--- src/rtl/ldhaz_pkg.sv ---
// Shared definitions for the load dependency interlock.
// Assumes a single outstanding load and a decode stage that presents
// per-field enables alongside register indices.
package ldhaz_pkg;
    // Reason the decode stage is held; NONE means it may advance.
    typedef enum logic [1:0] {
        HZ_NONE   = 2'd0,
        HZ_RAW    = 2'd1,
        HZ_WAW    = 2'd2,
        HZ_SECOND = 2'd3
    } hz_cause_t;
endpackage

--- src/rtl/ldhaz_track.sv ---
// Outstanding-load tracker. Holds one busy flag and the destination of the
// load in flight. Assumes issue is already qualified by the stall logic and
// that returns arriving while idle must be dropped.
module ldhaz_track #(
    parameter int REG_AW = 4
) (
    input  logic              clk,
    input  logic              rst_n,
    input  logic              issue,
    input  logic [REG_AW-1:0] issue_rd,
    input  logic              ret_valid,
    output logic              busy,
    output logic [REG_AW-1:0] pend_rd,
    output logic              ret_take
);
    // A return only counts when a load is actually waiting for it.
    always_comb ret_take = busy & ret_valid;

    // Set on issue, clear on accepted return; issue wins on a shared cycle.
    always_ff @(posedge clk) begin
        if (!rst_n) begin
            busy    <= 1'b0;
            pend_rd <= '0;
        end else begin
            if (issue) begin
                busy    <= 1'b1;
                pend_rd <= issue_rd;
            end else if (ret_take) begin
                busy    <= 1'b0;
            end
        end
    end
endmodule

--- src/rtl/ldhaz_cmp.sv ---
// Register comparators between the decode fields and the pending load's
// destination. One comparator per source field, generated from NSRC, plus
// one for the destination. Disabled fields never report a match.
module ldhaz_cmp #(
    parameter int REG_AW = 4,
    parameter int NSRC   = 2
) (
    input  logic                   busy,
    input  logic [REG_AW-1:0]      pend_rd,
    input  logic [NSRC-1:0]        src_en,
    input  logic [NSRC*REG_AW-1:0] src_idx,
    input  logic                   rd_en,
    input  logic [REG_AW-1:0]      rd,
    output logic [NSRC-1:0]        src_hit,
    output logic                   rd_hit
);
    for (genvar i = 0; i < NSRC; i++) begin : g_src
        // Source i reads the register the pending load will write.
        always_comb src_hit[i] = busy & src_en[i] &
                                 (src_idx[i*REG_AW +: REG_AW] == pend_rd);
    end

    // Destination collides with the pending load's destination.
    always_comb rd_hit = busy & rd_en & (rd == pend_rd);
endmodule

--- src/rtl/ldhaz_wb.sv ---
// Write-back port steering. Port 0 carries ALU results unchanged; port 1 is
// reserved for load returns, so the two never contend for one port.
// Assumes the interlock keeps the two addresses distinct.
module ldhaz_wb #(
    parameter int REG_AW = 4,
    parameter int DATA_W = 32
) (
    input  logic              alu_valid,
    input  logic [REG_AW-1:0] alu_rd,
    input  logic [DATA_W-1:0] alu_data,
    input  logic              ld_take,
    input  logic [REG_AW-1:0] ld_rd,
    input  logic [DATA_W-1:0] ld_data,
    output logic              we0,
    output logic [REG_AW-1:0] waddr0,
    output logic [DATA_W-1:0] wdata0,
    output logic              we1,
    output logic [REG_AW-1:0] waddr1,
    output logic [DATA_W-1:0] wdata1
);
    // Drive both ports from their own sources with no arbitration.
    always_comb begin
        we0    = alu_valid;
        waddr0 = alu_rd;
        wdata0 = alu_data;
        we1    = ld_take;
        waddr1 = ld_rd;
        wdata1 = ld_data;
    end
endmodule

--- src/rtl/ldhaz_ctrl.sv ---
// Top of the non-blocking load interlock. Decides each cycle whether the
// decode instruction may advance, forwards returning load data to a held
// operand, and drives the two register-file write ports. Assumes at most
// one load outstanding and that memory returns data for it exactly once.
module ldhaz_ctrl
    import ldhaz_pkg::*;
#(
    parameter int REG_AW = 4,
    parameter int DATA_W = 32,
    parameter int NSRC   = 2
) (
    input  logic                   clk,
    input  logic                   rst_n,
    input  logic                   id_valid,
    input  logic                   id_is_load,
    input  logic [NSRC-1:0]        id_src_en,
    input  logic [NSRC*REG_AW-1:0] id_src_idx,
    input  logic                   id_rd_en,
    input  logic [REG_AW-1:0]      id_rd,
    input  logic                   ld_ret_valid,
    input  logic [DATA_W-1:0]      ld_ret_data,
    input  logic                   alu_wb_valid,
    input  logic [REG_AW-1:0]      alu_wb_rd,
    input  logic [DATA_W-1:0]      alu_wb_data,
    output logic                   id_stall,
    output logic                   ld_busy,
    output logic [NSRC-1:0]        fwd_src,
    output logic [DATA_W-1:0]      fwd_data,
    output logic                   rf_we0,
    output logic [REG_AW-1:0]      rf_waddr0,
    output logic [DATA_W-1:0]      rf_wdata0,
    output logic                   rf_we1,
    output logic [REG_AW-1:0]      rf_waddr1,
    output logic [DATA_W-1:0]      rf_wdata1
);
    logic              busy;
    logic [REG_AW-1:0] pend_rd;
    logic              ret_take;
    logic              issue;
    logic [NSRC-1:0]   src_hit;
    logic              rd_hit;
    hz_cause_t         cause;

    ldhaz_track #(.REG_AW(REG_AW)) u_track (
        .clk      (clk),
        .rst_n    (rst_n),
        .issue    (issue),
        .issue_rd (id_rd),
        .ret_valid(ld_ret_valid),
        .busy     (busy),
        .pend_rd  (pend_rd),
        .ret_take (ret_take)
    );

    ldhaz_cmp #(.REG_AW(REG_AW), .NSRC(NSRC)) u_cmp (
        .busy    (busy),
        .pend_rd (pend_rd),
        .src_en  (id_src_en),
        .src_idx (id_src_idx),
        .rd_en   (id_rd_en),
        .rd      (id_rd),
        .src_hit (src_hit),
        .rd_hit  (rd_hit)
    );

    // Classify the hazard; a returning load resolves all of them at once.
    always_comb begin
        cause = HZ_NONE;
        if (id_valid && busy && !ret_take) begin
            if (|src_hit)        cause = HZ_RAW;
            else if (rd_hit)     cause = HZ_WAW;
            else if (id_is_load) cause = HZ_SECOND;
        end
    end

    // Stall, issue qualification, busy view and forwarding selects.
    always_comb begin
        id_stall = (cause != HZ_NONE);
        issue    = id_valid & id_is_load & ~id_stall;
        ld_busy  = busy;
        fwd_src  = ret_take ? src_hit : '0;
        fwd_data = ld_ret_data;
    end

    ldhaz_wb #(.REG_AW(REG_AW), .DATA_W(DATA_W)) u_wb (
        .alu_valid(alu_wb_valid),
        .alu_rd   (alu_wb_rd),
        .alu_data (alu_wb_data),
        .ld_take  (ret_take),
        .ld_rd    (pend_rd),
        .ld_data  (ld_ret_data),
        .we0      (rf_we0),
        .waddr0   (rf_waddr0),
        .wdata0   (rf_wdata0),
        .we1      (rf_we1),
        .waddr1   (rf_waddr1),
        .wdata1   (rf_wdata1)
    );
endmodule

--- config.mk ---
export PLATFORM = sky130hd
export DESIGN_NAME = ldhaz_ctrl
export DESIGN_NICKNAME = d
export VERILOG_FILES = /design/src/rtl/ldhaz_pkg.sv /design/src/rtl/ldhaz_track.sv /design/src/rtl/ldhaz_cmp.sv /design/src/rtl/ldhaz_wb.sv /design/src/rtl/ldhaz_ctrl.sv
export SDC_FILE = /design/constraint.sdc
export NUM_CORES = 1
export LEC_CHECK = 0
export ABC_AREA = 1
export ABC_CLOCK_PERIOD_IN_PS = 920
export BUFFER_PORTS_ARGS = -buffer_cell sky130_fd_sc_hd__buf_4
export CORE_AREA = 2 2 77 79
export DETAILED_ROUTE_END_ITERATION = 8
export DIE_AREA = 0 0 79 81
export GPL_TIMING_DRIVEN = 0
export PLACE_DENSITY = 0.73
export SYNTH_ARGS = -nofsm -noshare
export SYNTH_HDL_FRONTEND = slang
export SYNTH_SLANG_ARGS = --single-unit
--- constraint.sdc ---
create_clock -name clk -period 0.92 [get_ports clk]
set_clock_uncertainty 0.05 [all_clocks]
set_input_delay 0.138 -clock clk [delete_from_list [all_inputs] [get_ports clk]]
set_output_delay 0.138 -clock clk [all_outputs]
set_load 0.005 [all_outputs]
==> run metrics, run 1 <==
outcome=finished with violations; violated checks=setup timing; relative slew slack=92.04%; endpoints failing setup=11; routability cong.=0.7614; min-delay src=rst_n; critical path's largest stage delay=0.35 ns; hold path endpoint=u_track.pend_rd[3]$_SDFFE_PN0P_; largest net degree at the start of global routing=10; synthesis-to-finish area growth=111.3%; Final Critical Period=1.476 ns; Synth Area in XOR/XNOR=0.7384%; hold buffer count at cts=0; final worst-path cycle share=160.4%; fin. max-slew vios=0; RSZ-0062 raised after global routing=yes; Clk Latency, worst-skew pair=0.22 ns; nets=416; mapped cell area=1186 um2; Post-DP Area=2257 um2; Simple-Gate Fraction of Synth Area=16.67%; post-route cell area=2506 um2; Hold Slack=0.1220 ns; Synth area leaders=buf_4 (64%), nand2_1 (9.8%), dfxtp_1 (8.4%), inv_1 (4.7%), nor2_1 (3.5%); CP delay by family, top=simple AND/OR/NAND/NOR gates; post-synthesis mux area share=0%; Hold Fails Final Rpt=0; drt wl/cell=10.48 um; CP Buf/Inv Count=2; Reg2Reg Launch Point=u_track.busy$_SDFFE_PN0P_; Num CTS Buffers=3; setup ws final=-0.5560 ns; first-pass GRT wire length=5464 um; Max-Cap Viols=0; core area=5675 um2; share of layout cells above drive strength 1=83.74%; Max VDD drop=0.7351 mV; detailed-route wire length=4204 um; R2R Setup Slk=-0.12 ns; vias per cell=3.781; 1st-iter DRT viols=9; post-synthesis adder-cell area fraction=0%; Worst-path clk slew=0.04 ns; CTS H-tree depth=1; Worst-Margin Slew=0.1185 ns; maximum fanout along the worst path=3; clock buffer depth=2; post-synthesis sequential area ratio=8.439%; critical path's most frequent cell=nor2_1; Clk Tree Root Cell=clkbuf_8; First-pass DRT Iterations=4; largest family of logic cells by synthesized area=buffers and inverters; die width=79 um; Top-Level Pins=199; ANT cells=0; number of global-route vias before repair=1317; grt total ovfl=0; Global Route Usage Sum=10.55%; leak pwr=1.462 nW; drt drc=0; Setup crit end kind=primary output; IO buf count=129; post-synthesis compound-gate area fraction=4.852%; critical path class=register to primary output; die height=81 um; Initial Util=20.90%; Num Clock Sinks=5; worst r2r path cells=5; dpl ws=-0.3739 ns; DR vias=1516; ANT nets after route=0; Critical-path top delay cell=dfxtp_4; hold depth=3; leading area contributor after synthesis=buf_4; die area=6399 um2; WP data arrival=1.29 ns; Startpoint Class=register; Hold WC Path Type=input port to register; FF-to-FF End=u_track.pend_rd[1]$_SDFFE_PN0P_; Syn. warnings=0; CP required=0.73 ns; FF+latch count, synth=5; CTS tree=done; post-synthesis area per instance=6.446 um2; FMAX=0.6775 GHz; initial antenna violation count=0; Non-Filler Instances=401; PwrDens=666.1 nW/um2; Cells after Synth=184; worst-path cell chain=buf_6, nand2_2, nand3_2, nor2_1, nand2_1, nand2_1, nor2_1, nor2_1, buf_4; Core Util, Final=44.16%; top-area cell type share of the netlist area=63.92%; row count=28; Final HPWL DP=3605 um; Post-Syn Nets=273; DP Cell Count=388; Yosys cell types=12
where the power goes:
| part | leakage, nW | switching [mW] | internal (mW) |
|---|---|---|---|
| combinational | 1.39 | 0.314 | 0.694 |
| sequential | 0.0446 | 0.0242 | 0.230 |
| clock | 0.0228 | 0.110 | 0.298 |
layout make-up:
class,instances,area [um2]
clock buffer,4,45.04
sequential,5,118.9
multi-input combinational,62,356.6
tap,75,93.84
buffer,101,758.2
inverter,17,71.32
fill,596,3169
timing repair buffer,137,1062
placed cells by master (no fill, tap or decap):
| cell | instances |
|---|---|
| nor2_1 | 7 |
| inv_4 | 3 |
| nand2_2 | 8 |
| nor2_4 | 1 |
| nand2_1 | 21 |
| o21ai_2 | 3 |
| buf_6 | 9 |
| nand3_2 | 3 |
| clkbuf_8 | 3 |
| buf_4 | 229 |
| nand2_4 | 2 |
| xnor2_1 | 1 |
| dfxtp_4 | 5 |
| a21boi_2 | 1 |
| a21oi_1 | 4 |
| o21ai_1 | 3 |
| inv_1 | 12 |
| nand3_4 | 1 |
| nor2_2 | 3 |
| inv_2 | 2 |
| clkbuf_1 | 1 |
| nand3_1 | 4 |
tightest hold or removal path: stages:
cell and delay [ns]:
buf_4 0.14, o21ai_2 0.05, a21oi_1 0.03
kinds of logic (layout without fill, tap and decap cells):
| family | Yosys count | count (layout) |
|---|---|---|
| XOR/XNOR | 1 | 1 |
| AND/OR/NAND/NOR | 49 | 50 |
| flip-flops | 5 | 5 |
| AO/OA/AOI/OAI | 11 | 11 |
| buffers and inverters | 118 | 259 |
cell usage after synthesis (all sizes together):
| cell type | number |
|---|---|
| a21boi | 1 |
| a21oi | 4 |
| buf | 101 |
| dfxtp | 5 |
| inv | 17 |
| nand2 | 31 |
| nand3 | 7 |
| nor2 | 11 |
| o21ai | 6 |
| xnor2 | 1 |
stage by stage:
| stage | power (mW) | setup TNS [ns] |
|---|---|---|
| after floorplan | 0.7055 | -0.1372 |
| after global placement | 1.169 | -1.487 |
| after detailed placement | 1.185 | -1.523 |
| after CTS | 1.618 | -3.126 |
| after global routing | 1.777 | -3.108 |
| final | 1.669 | -2.470 |
metal layers:
metal / up-vias / track usage [%] / routed length (um)
li1: 743 / - / -
met1: 654 / 8.849 / 1144
met2: 115 / 23.05 / 2376
met3: 4 / 3.889 / 655
met4: 0 / 2.069 / 27
met5: - / 0 / 0
flip-flops by register name (all words and copies together), names as in the netlist:
signal           count
u_track.pend_rd      4
u_track.busy         1
timing repair:
action,4_1_cts,5_1_grt
resized for setup,12,36
setup endpoints to repair,10,10
pin swaps,6,16
buffers inserted,4,4
gates cloned,0,1
worst max path at each step:
| stage | start | end | cells after the start |
|---|---|---|---|
| after floorplan | u_track.pend_rd[3]$_SDFFE_PN0P_ | id_stall | 8 |
| after global placement | u_track.pend_rd[0]$_SDFFE_PN0P_ | id_stall | 9 |
| after detailed placement | u_track.pend_rd[3]$_SDFFE_PN0P_ | id_stall | 8 |
| after CTS | u_track.pend_rd[0]$_SDFFE_PN0P_ | id_stall | 9 |
| after global routing | u_track.pend_rd[1]$_SDFFE_PN0P_ | id_stall | 9 |
| final | u_track.pend_rd[1]$_SDFFE_PN0P_ | id_stall | 9 |
Power figures use the tool's default switching activity.
==> inputs of run 2 (changes only) <==
==> constraint.sdc (replaced) <==
create_clock -name clk -period 0.92 [get_ports clk]
set_clock_uncertainty 0.05 [all_clocks]
set_input_delay 0.046 -clock clk [delete_from_list [all_inputs] [get_ports clk]]
set_output_delay 0.046 -clock clk [all_outputs]
set_load 0.005 [all_outputs]
==> run 2 against run 1 <==
Against the previous run: the flow still finishes with violations (setup timing); non-clock buffer count decreased by 1; first-iteration DRC count increased by 22%; utilization decreased by 0.84 points; count of clock-buffer cells in the layout unchanged; sequential share of layout area about the same; sequential power about the same; critical path depth unchanged; via count decreased by 0.66%; hold slack got worse by 0.065 ns; clock power decreased by 1%; cell count decreased by 0.25%; global-route usage increased by 0.48 points; highest routed layer is now met3.
==> run metrics, run 2 (synthesized netlist as in run 1, its figures left out) <==
outcome=finished with violations; violated checks=setup timing; max reg flops=4; IO buf count=129; DP Cell Count=388; drt wl/cell=10.57 um; initial antenna violation count=0; min-delay src=id_rd[0]; CP required=0.82 ns; Final Critical Period=1.379 ns; largest net degree at the start of global routing=7; ANT nets after route=0; crit path launch=u_track.pend_rd[1]$_SDFFE_PN0P_; setup ws final=-0.4588 ns; overall power=1.642 mW; final setup TNS=-2.881 ns; vias per cell=3.765; leak pwr=1.444 nW; hold depth=3; most common cell after layout, fill and taps aside=buf_4; FMAX=0.7252 GHz; drt drc=0; met2 GRT Util=24.49%; die width=79 um; Hold WC Path Type=input port to register; nets=415; met3 Use GR=2.222%; fin. max-slew vios=0; first-pass GRT wire length=5706 um; Reg2Reg Launch Point=u_track.busy$_SDFFE_PN0P_; Num Clock Sinks=5; Clk Latency, worst-skew pair=0.22 ns; Max VDD drop=0.5077 mV; share of layout cells above drive strength 1=81.54%; maximum fanout along the worst path=3; row count=28; worst r2r path cells=6; endpoints failing setup=10; WP data arrival=1.28 ns; R2R Setup Slk=-0.27 ns; hold path endpoint=u_track.pend_rd[0]$_SDFFE_PN0P_; Net Sw Power=430.5 uW; Initial Util=20.90%; Max-Cap Viols=0; Non-Filler Instances=400; Clk Tree Root Cell=clkbuf_8; most crowded layer after global routing=met2; First-pass DRT Iterations=4; final worst-path cycle share=149.9%; sw frac=26.22%; worst-path cell chain=buf_4, nand2_1, nand2_1, nor2_1, nand3_1, nand2_2, nor2_1, nor2_1, buf_4; 1st-iter DRT viols=11; clock buffer depth=2; ANT cells=0; Largest Register=u_track.pend_rd; critical path's most frequent cell=nor2_1; Clk pwr share=24.5%; Hold Fails Final Rpt=0; synthesis-to-finish area growth=107.3%; Worst-path clk slew=0.03 ns; most frequent cells in the layout=buf_4 (230), nand2_1 (24), inv_1 (12); CTS tree=done; CTS H-tree depth=1; critical path's largest stage delay=0.32 ns; routability cong.=0.7350; detailed-route wire length=4226 um; Worst-Margin Slew=0.1546 ns; Critical-path top delay cell=dfxtp_2; grt total ovfl=0; RSZ-0062 raised after global routing=yes; biggest regs=u_track.pend_rd (4), u_track.busy (1); FF-to-FF End=u_track.pend_rd[3]$_SDFFE_PN0P_; Global Route Usage Sum=11.04%; number of global-route vias before repair=1278; hold buffer count at cts=0; die height=81 um; DR vias=1506; critical path class=register to primary output; GRT met1 Usage=10.09%; Flop pwr share=15.4%; Final HPWL DP=3661 um; core area=5675 um2; Setup crit end kind=primary output; relative slew slack=89.59%; PwrDens=667.8 nW/um2; Top-Level Pins=199; Gate power share=60.2%; Internal=1.211 mW; dpl ws=-0.2685 ns; Startpoint Class=register; Num CTS Buffers=3; die area=6399 um2
## run 2: cell type report
type | count | area, um2
tap | 75 | 93.84
inverter | 17 | 68.82
sequential | 5 | 116.4
buffer | 101 | 758.2
timing repair buffer | 136 | 1047
multi-input combinational | 62 | 329.1
clock buffer | 4 | 45.04
fill | 592 | 3217
## run 2: worst max-delay path by stage
stage / slack (ns) / depth (start not counted) / to
floorplan: -0.02 / 8 / id_stall
global placement: -0.27 / 8 / id_stall
detailed placement: -0.27 / 9 / id_stall
CTS: -0.46 / 9 / id_stall
global route: -0.55 / 9 / id_stall
finish: -0.46 / 9 / id_stall
## run 2: through the flow
stage / instance area [um2] / hold WS (ns) / util [%]
5_1_grt: 2459 / 0.07127 / 43.32
3_3_place_gp: 2257 / 0.2076 / 39.77
6_report: 2459 / 0.05730 / 43.32
4_1_cts: 2386 / 0.05629 / 42.04
3_5_place_dp: 2257 / 0.2078 / 39.77
2_1_floorplan: 1195 / 0.1228 / -
## run 2: power by group through the flow
stage,registers [mW],clock network (mW),logic (mW)
2_1_floorplan,0.257,0,0.448
3_3_place_gp,0.262,0,0.906
3_5_place_dp,0.262,0,0.923
4_1_cts,0.252,0.409,0.964
5_1_grt,0.255,0.431,1.07
6_report,0.252,0.402,0.988
## run 2: per-layer routing
layer | part of all wire, % | up-vias
met5 | 0 | -
met4 | 0 | 0
met1 | 28 | 653
met2 | 59 | 116
met3 | 13 | 0
li1 | - | 737
## run 2: repair_timing
item,4_1_cts,5_1_grt
setup endpoints to repair,9,10
gates cloned,1,0
buffers inserted,4,3
gates resized for setup,17,18
endpoints found under the hold margin,0,0
pin swaps,3,10
## run 2: critical path, delay by kind of cell, from the launching register on
family | cells | cell delay [ns]
buf+inv | 2 | 0.25
flops | 1 | 0.32
simple gates | 7 | 0.48
